--- src/rtl/atomic_rmw_pkg.sv ---
package atomic_rmw_pkg;

   localparam int unsigned OPC_W = 3;

   localparam logic [OPC_W-1:0] OPC_LOAD    = 3'd0;
   localparam logic [OPC_W-1:0] OPC_STORE   = 3'd1;
   localparam logic [OPC_W-1:0] OPC_XCHG    = 3'd2;
   localparam logic [OPC_W-1:0] OPC_CMPXCHG = 3'd3;
   localparam logic [OPC_W-1:0] OPC_ADD     = 3'd4;

   typedef enum logic [2:0] {
      SQ_IDLE,
      SQ_DRAIN,
      SQ_RD,
      SQ_CALC,
      SQ_WR,
      SQ_FREE
   } seq_state_e;

   typedef enum logic [1:0] {
      RC_IGNORE,
      RC_RMW,
      RC_ILLEGAL
   } req_class_e;

endpackage

--- src/rtl/rmw_req_decode.sv ---
module rmw_req_decode
   import atomic_rmw_pkg::*;
#(
   parameter bit XCHG_FORCE_LOCK = 1'b1
) (
   input  logic [OPC_W-1:0] op,
   input  logic             lock_req,
   output req_class_e       cls,
   output logic             eff_lock
);

   logic is_move;
   logic is_rmw;

   assign is_move = (op == OPC_LOAD) || (op == OPC_STORE);
   assign is_rmw  = (op == OPC_XCHG) || (op == OPC_CMPXCHG) || (op == OPC_ADD);

   always_comb begin
      if (is_rmw)
         cls = RC_RMW;
      else if (is_move && !lock_req)
         cls = RC_IGNORE;
      else
         cls = RC_ILLEGAL;
   end

   generate
      if (XCHG_FORCE_LOCK) begin : g_xchg_implicit
         assign eff_lock = lock_req || (op == OPC_XCHG);
      end else begin : g_xchg_explicit
         assign eff_lock = lock_req;
      end
   endgenerate

endmodule

--- src/rtl/rmw_compute.sv ---
module rmw_compute
   import atomic_rmw_pkg::*;
#(
   parameter int unsigned DW = 32
) (
   input  logic [OPC_W-1:0] op,
   input  logic [DW-1:0]    old_val,
   input  logic [DW-1:0]    cmp_val,
   input  logic [DW-1:0]    src_val,
   output logic [DW-1:0]    new_val,
   output logic             match
);

   logic [DW-1:0] sum;

   assign sum   = old_val + src_val;
   assign match = (old_val == cmp_val);

   always_comb begin
      unique case (op)
         OPC_XCHG:    new_val = src_val;
         OPC_CMPXCHG: new_val = match ? src_val : old_val;
         OPC_ADD:     new_val = sum;
         default:     new_val = old_val;
      endcase
   end

endmodule

--- src/rtl/rmw_seq_fsm.sv ---
module rmw_seq_fsm
   import atomic_rmw_pkg::*;
(
   input  logic clk,
   input  logic rst_n,
   input  logic start,
   input  logic start_lock,
   input  logic sb_empty,
   input  logic bus_ack,
   output logic idle,
   output logic sb_drain,
   output logic bus_lock,
   output logic bus_rd,
   output logic bus_wr,
   output logic rd_take,
   output logic calc,
   output logic done
);

   seq_state_e state_q, state_d;
   logic       locked_q;

   always_comb begin
      state_d = state_q;
      unique case (state_q)
         SQ_IDLE:  if (start) state_d = start_lock ? SQ_DRAIN : SQ_RD;
         SQ_DRAIN: if (sb_empty) state_d = SQ_RD;
         SQ_RD:    if (bus_ack) state_d = SQ_CALC;
         SQ_CALC:  state_d = SQ_WR;
         SQ_WR:    if (bus_ack) state_d = SQ_FREE;
         SQ_FREE:  state_d = SQ_IDLE;
         default:  state_d = SQ_IDLE;
      endcase
   end

   always_ff @(posedge clk or negedge rst_n) begin
      if (!rst_n) begin
         state_q  <= SQ_IDLE;
         locked_q <= 1'b0;
      end else begin
         state_q <= state_d;
         if (state_q == SQ_IDLE && start)
            locked_q <= start_lock;
      end
   end

   assign idle     = (state_q == SQ_IDLE);
   assign sb_drain = (state_q == SQ_DRAIN);
   assign bus_rd   = (state_q == SQ_RD);
   assign bus_wr   = (state_q == SQ_WR);
   assign calc     = (state_q == SQ_CALC);
   assign done     = (state_q == SQ_FREE);
   assign rd_take  = bus_rd && bus_ack;
   assign bus_lock = locked_q &&
                     ((state_q == SQ_RD) || (state_q == SQ_CALC) || (state_q == SQ_WR));

endmodule

--- src/rtl/atomic_rmw_seq.sv ---
module atomic_rmw_seq
   import atomic_rmw_pkg::*;
#(
   parameter int unsigned AW              = 16,
   parameter int unsigned DW              = 32,
   parameter bit          XCHG_FORCE_LOCK = 1'b1
) (
   input  logic          clk,
   input  logic          rst_n,
   input  logic          req_valid,
   input  logic [2:0]    req_op,
   input  logic          req_lock,
   input  logic [AW-1:0] req_addr,
   input  logic [DW-1:0] req_cmp,
   input  logic [DW-1:0] req_src,
   output logic          req_ready,
   input  logic          sb_empty,
   output logic          sb_drain,
   output logic          bus_lock,
   output logic          bus_rd,
   output logic          bus_wr,
   output logic [AW-1:0] bus_addr,
   output logic [DW-1:0] bus_wdata,
   input  logic [DW-1:0] bus_rdata,
   input  logic          bus_ack,
   output logic          done,
   output logic          illegal,
   output logic [DW-1:0] res_old,
   output logic          res_zf
);

   localparam int unsigned DBYTES = DW / 8;

   generate
      if (!(DW == 8 || DW == 16 || DW == 32 || DW == 64)) begin : g_bad_dw
         $error("atomic_rmw_seq: DW must be 8, 16, 32 or 64");
      end
      if (AW < 1 || AW > 64) begin : g_bad_aw
         $error("atomic_rmw_seq: AW must lie in 1..64");
      end
      if (DBYTES * 8 != DW) begin : g_bad_bytes
         $error("atomic_rmw_seq: DW must be whole bytes");
      end
   endgenerate

   req_class_e       cls;
   logic             eff_lock;
   logic             start;
   logic             idle;
   logic             rd_take;
   logic             calc;
   logic [DW-1:0]    alu_new;
   logic             alu_match;

   logic [OPC_W-1:0] op_q;
   logic [AW-1:0]    addr_q;
   logic [DW-1:0]    cmp_q;
   logic [DW-1:0]    src_q;
   logic [DW-1:0]    old_q;
   logic [DW-1:0]    wdata_q;
   logic [DW-1:0]    res_old_q;
   logic             res_zf_q;
   logic             illegal_q;

   rmw_req_decode #(
      .XCHG_FORCE_LOCK(XCHG_FORCE_LOCK)
   ) u_dec (
      .op       (req_op),
      .lock_req (req_lock),
      .cls      (cls),
      .eff_lock (eff_lock)
   );

   assign start = req_valid && idle && (cls == RC_RMW);

   rmw_seq_fsm u_fsm (
      .clk        (clk),
      .rst_n      (rst_n),
      .start      (start),
      .start_lock (eff_lock),
      .sb_empty   (sb_empty),
      .bus_ack    (bus_ack),
      .idle       (idle),
      .sb_drain   (sb_drain),
      .bus_lock   (bus_lock),
      .bus_rd     (bus_rd),
      .bus_wr     (bus_wr),
      .rd_take    (rd_take),
      .calc       (calc),
      .done       (done)
   );

   rmw_compute #(
      .DW(DW)
   ) u_alu (
      .op      (op_q),
      .old_val (old_q),
      .cmp_val (cmp_q),
      .src_val (src_q),
      .new_val (alu_new),
      .match   (alu_match)
   );

   always_ff @(posedge clk or negedge rst_n) begin
      if (!rst_n) begin
         op_q      <= OPC_LOAD;
         addr_q    <= '0;
         cmp_q     <= '0;
         src_q     <= '0;
         old_q     <= '0;
         wdata_q   <= '0;
         res_old_q <= '0;
         res_zf_q  <= 1'b0;
         illegal_q <= 1'b0;
      end else begin
         illegal_q <= req_valid && idle && (cls == RC_ILLEGAL);
         if (start) begin
            op_q   <= req_op;
            addr_q <= req_addr;
            cmp_q  <= req_cmp;
            src_q  <= req_src;
         end
         if (rd_take)
            old_q <= bus_rdata;
         if (calc) begin
            wdata_q   <= alu_new;
            res_old_q <= old_q;
            res_zf_q  <= alu_match && (op_q == OPC_CMPXCHG);
         end
      end
   end

   assign req_ready = idle;
   assign bus_addr  = addr_q;
   assign bus_wdata = wdata_q;
   assign res_old   = res_old_q;
   assign res_zf    = res_zf_q;
   assign illegal   = illegal_q;

endmodule

--- config.mk ---
export PLATFORM = sky130hd
export DESIGN_NAME = atomic_rmw_seq
export DESIGN_NICKNAME = d
export VERILOG_FILES = /design/src/rtl/atomic_rmw_pkg.sv /design/src/rtl/rmw_req_decode.sv /design/src/rtl/rmw_compute.sv /design/src/rtl/rmw_seq_fsm.sv /design/src/rtl/atomic_rmw_seq.sv
export SDC_FILE = /design/constraint.sdc
export NUM_CORES = 1
export LEC_CHECK = 0
export ABC_CLOCK_PERIOD_IN_PS = 2700
export BUFFER_PORTS_ARGS = -buffer_cell sky130_fd_sc_hd__buf_2
export CORE_UTILIZATION = 23
export DETAILED_ROUTE_END_ITERATION = 6
export HOLD_SLACK_MARGIN = 0.06
export RECOVER_POWER = 50
export SETUP_SLACK_MARGIN = 0.05
export SLEW_MARGIN = 20
export SYNTH_ARGS = -nofsm -noshare
export SYNTH_HDL_FRONTEND = slang
export SYNTH_SLANG_ARGS = --single-unit
export TNS_END_PERCENT = 5
--- constraint.sdc ---
create_clock -name clk -period 2.7 [get_ports clk]
set_input_delay 0.27 -clock clk [delete_from_list [all_inputs] [get_ports clk]]
set_output_delay 0.27 -clock clk [all_outputs]
set_load 0.02 [all_outputs]
==> results.txt <==
* Synth warn: 0
* Top Layer Used: met4
* Run status: finished with violations
- After technology mapping, the gate count stands at ~900.
- Compared with the post-synthesis result, the final layout area differs by 44.0%.
- Hold Worst Slack: roughly 0.085 ns
* Setup slack, reg-to-reg: between 0.04 and 0.05 ns
* Final design utilization: around 34%
- In the detailed route, the total length drawn on met2 is roughly 16000 um.
- For this run, asynchronously set or reset flops after synthesis account for between 90% and 100%.
- The detail route stage leaves a number of antenna-violating nets equal to 0.
* PD cells: between 1000 and 1500 nW/um^2
- Biggest area contributors in the synthesized netlist: sky130_fd_sc_hd__dfrtp_1 48%, sky130_fd_sc_hd__mux2_2 13%, sky130_fd_sc_hd__nand2_1 5.5%, sky130_fd_sc_hd__ha_1 4.1%, sky130_fd_sc_hd__xor2_1 3.5%
- No sink is reached through more buffers than the 2 on the longest clock path.
- Slew margin rel.: -29.0%
* CTS root buffer: sky130_fd_sc_hd__clkbuf_16
- Actual transition at the worst max-transition pin: between 1.5 and 2 ns
- # diodes: 0
- Met3 routed wirelength: 1930 um
- The critical path in this run is classified as reg2reg.
- The initial antenna violation count is 0.
- Across the run, the number of max-cap violations was 1.
* Setup repair after global routing missed its margin: true
- Registers take around 4600 um^2.
* Inserted Clock Buffers: 17
* Most common cell type on the critical path: sky130_fd_sc_hd__buf_4
- VDD sags by at most about 0.50 mV.
- Launch point of the worst path: old_q[13]
* Number of I/O port buffers: ~210
- The floorplan step set the die width to approximately 210 um.
* Final HPWL DP: between 20000 and 30000 um
* Crit path to: bus_wdata[2]
* Share of cells above drive strength 1: 35.9%
* Die Height: 206 um
* Tot Pwr: 0.0193 W
- Share of the yosys chip area belonging to registers: between 40% and 50%
- The worst path in the final design needs a cycle of around 2.7 ns, including I/O delays and setup.
* First-pass iteration count of the detailed router: 6
* Synthesized Nets: 1055
- In the final routing, the length of wire on met1 measures 16500 um.
* Count of boundary I/O pins: 209
- The min-delay analysis places its worst path in the category in2reg.
* Post-synth top area cell: sky130_fd_sc_hd__dfrtp_1
- Dividing the detail-routed via count by the number of cells gives between 4 and 5.
* Die area: roughly 42000 um^2
- Worst Setup Start Kind: flop
- Counting instances, the worst hold path has a depth of 2.
* Final design instance area without fill: ~14000 um^2
* Number of DRC violations after detailed routing: 0
* Area of the core: 40900 um^2
* Wire length of the first global-routing pass: ~50000 um
- Final estimated routing congestion in global placement: 0.924
- For the worst flop-to-flop path, the logic depth is 10.
* Count of routing violations after the opening detailed-route iteration: around 520
- Max FO, Critical Path: 7
* Row count: between 70 and 80
- In the global route stage, overall resource usage came out at 16.4%.
- DP Area: about 12000 um^2
* Top-area cell type share of the netlist area: around half
- Critical register-to-register path startpoint: old_q[13]
- Number of nets at the end of the flow: between 1000 and 1500
* Initial standard-cell utilization of the core: roughly a quarter
- Worst Skew: between 0.015 and 0.02 ns
- Required @ worst endpoint: between 3 and 4 ns
* Crit Reg-Reg Endpoint: bus_wdata[2]
- The slowest stage of the critical path is the sky130_fd_sc_hd__dfrtp_2 cell.
- Number of enable flip-flop cells after synthesis: 0
- The largest single stage delay on the critical path is around 0.5 ns.
- Final Routed Wirelength: about 35000 um
* Count of endpoints failing hold in the final timing report: 0
- The final-report max-slew violation count is 74.
- Count of state elements after synthesis: 185
- Counting every sink on the clock net gives roughly 190.
- Area of the multi-input gates: 4990 um^2
* Crit share post-route: around 98%
- Number of distinct library cells after synthesis: between 60 and 70
* Leakage dissipation: roughly 6.3 nW
* Endpoints failing setup: 0
* Skew-Pair Late Insertion Delay: ~0.46 ns
- Maximum number of pins on one net before global-route repair: 75
* Most used flip-flop cell after synthesis: sky130_fd_sc_hd__dfrtp_1
* Synthesized cell area: 9560 um^2
- The worst setup path is captured at a flop.
- Count of buffering cells on the critical path with inverters included: 3
- TritonCTS built the clock tree.
- Clock-pin slew was measured on the worst setup and hold paths at 0.09 ns.
* Cell chain of the critical path: xor2_2 > nor4_2 > nand4_1 > buf_4 > nor3_4 > nor2_4 > buf_12 > a222oi_1 > buf_4 > o21ai_2
- Summed over all layers, the global routing overflow is 0.
* Beginning of the worst hold path: req_src[6]
- Layout fillers: 4270
* Highest achievable clock rate: 377 MHz
- H-tree depth reported by CTS: 4
- After detailed routing, the average wire length per cell comes to roughly 19 um.
- On the critical path the largest part of the delay comes from simple AND/OR/NAND/NOR gates.
- In this run the mean area of a mapped cell was approximately 11 um^2.
- Failing checks: capacitance limit, slew limit
* Arrival time at the worst endpoint: 3.00 ns
* Stages on the worst setup path: 10
* Via count of the first global-routing pass: approximately 8500
* Total number of vias: 8491
-- logic make-up (layout without fill, tap and decap cells) --
group / Yosys count / in the layout / share of synthesized area (%)
multiplexers: 114 / 114 / 13.4
buffers and inverters: 55 / 449 / 2.54
flip-flops: 185 / 185 / 48.4
XOR/XNOR: 48 / 48 / 4.40
AND/OR/NAND/NOR: 259 / 260 / 11.9
adder cells (fa/ha/maj): 32 / 32 / 4.27
AO/OA/AOI/OAI: 209 / 209 / 15.1
-- per-stage QoR --
step / cells / setup TNS, ns / setup WS [ns]
after floorplan: 902 / 0 / 0.145
after global placement: 1683 / -0.301 / -0.128
after detailed placement: 1683 / -0.385 / -0.133
after CTS: 1822 / 0 / 0.00574
after global routing: 1829 / -0.437 / -0.0922
final: 1829 / 0 / 0.0448
-- worst min-delay path by stage --
stage	endpoint
6_report	src_q[6]
3_3_place_gp	res_old[4]
5_1_grt	src_q[6]
2_1_floorplan	bus_addr[0]
3_5_place_dp	bus_addr[6]
4_1_cts	src_q[6]
-- placed cells by master (no fill, tap or decap), drive strengths merged, types with 11 or more instances in the layout --
cell type and instances:
a21o 18, a21oi 38, a221oi 18, a31oi 12, buf 246, clkbuf 71, dfrtp 185, dlygate4sd3 104
ha 31, inv 19, mux2 113, nand2 141, nand3 15, nor2 50, nor3 11, o21ai 52
xor2 38
-- layout make-up --
| class | instances | share of cell area [%] |
|---|---|---|
| repair buffers | 404 | 20.5 |
| flip-flops and latches | 185 | 33.7 |
| well taps | 532 | 4.83 |
| clock buffers | 17 | 3.09 |
| clock inverters | 15 | 1.28 |
| multi-input cells | 663 | 36.2 |
| inverters | 13 | 0.354 |
-- Yosys cell counts (13+ instances only) --
cell                       count
sky130_fd_sc_hd__dfrtp_1     185
sky130_fd_sc_hd__nand2_1     141
sky130_fd_sc_hd__mux2_2      113
sky130_fd_sc_hd__o21ai_0      50
sky130_fd_sc_hd__nor2_1       49
sky130_fd_sc_hd__xor2_1       38
sky130_fd_sc_hd__a21oi_1      36
sky130_fd_sc_hd__clkbuf_1     34
sky130_fd_sc_hd__ha_1         31
sky130_fd_sc_hd__a221oi_1     18
sky130_fd_sc_hd__a21o_1       15
sky130_fd_sc_hd__nand3_1      14
sky130_fd_sc_hd__inv_1        13
-- what timing repair did --
| action | in CTS | in global routing |
|---|---|---|
| buffers inserted | 3 | 6 |
| pin swaps | 10 | 20 |
| hold buffers | 104 | 0 |
| hold endpoints to repair | 172 | 0 |
| cloned | 0 | 1 |
| gates resized for setup | 22 | 47 |
| setup endpoints to repair | 23 | 31 |
-- layer usage --
layer | GRT usage, % | vias up
met1 | 22.6 | 4124
met5 | 0 | -
li1 | - | 4050
met3 | 4.05 | 41
met4 | 4.62 | 0
met2 | 25.4 | 276
-- power by group --
group / internal [W] / leakage (nW) / total [W] / switching, W
clock network: 0.00125 / 0.291 / 0.00256 / 0.00131
registers: 0.00413 / 2.23 / 0.00535 / 0.00122
logic: 0.00504 / 3.78 / 0.0114 / 0.00631
total: 0.0104 / 6.30 / 0.0193 / 0.00883
-- state kept, by name (all words and copies together), names as in the netlist --
register	cells
bus_addr	16
bus_wdata	32
cmp_q	32
illegal	1
old_q	32
op_q	3
res_old	32
res_zf	1
src_q	32
u_fsm.locked_q	1
u_fsm.state_q	3
No activity file was read; power rests on OpenSTA's default activity.
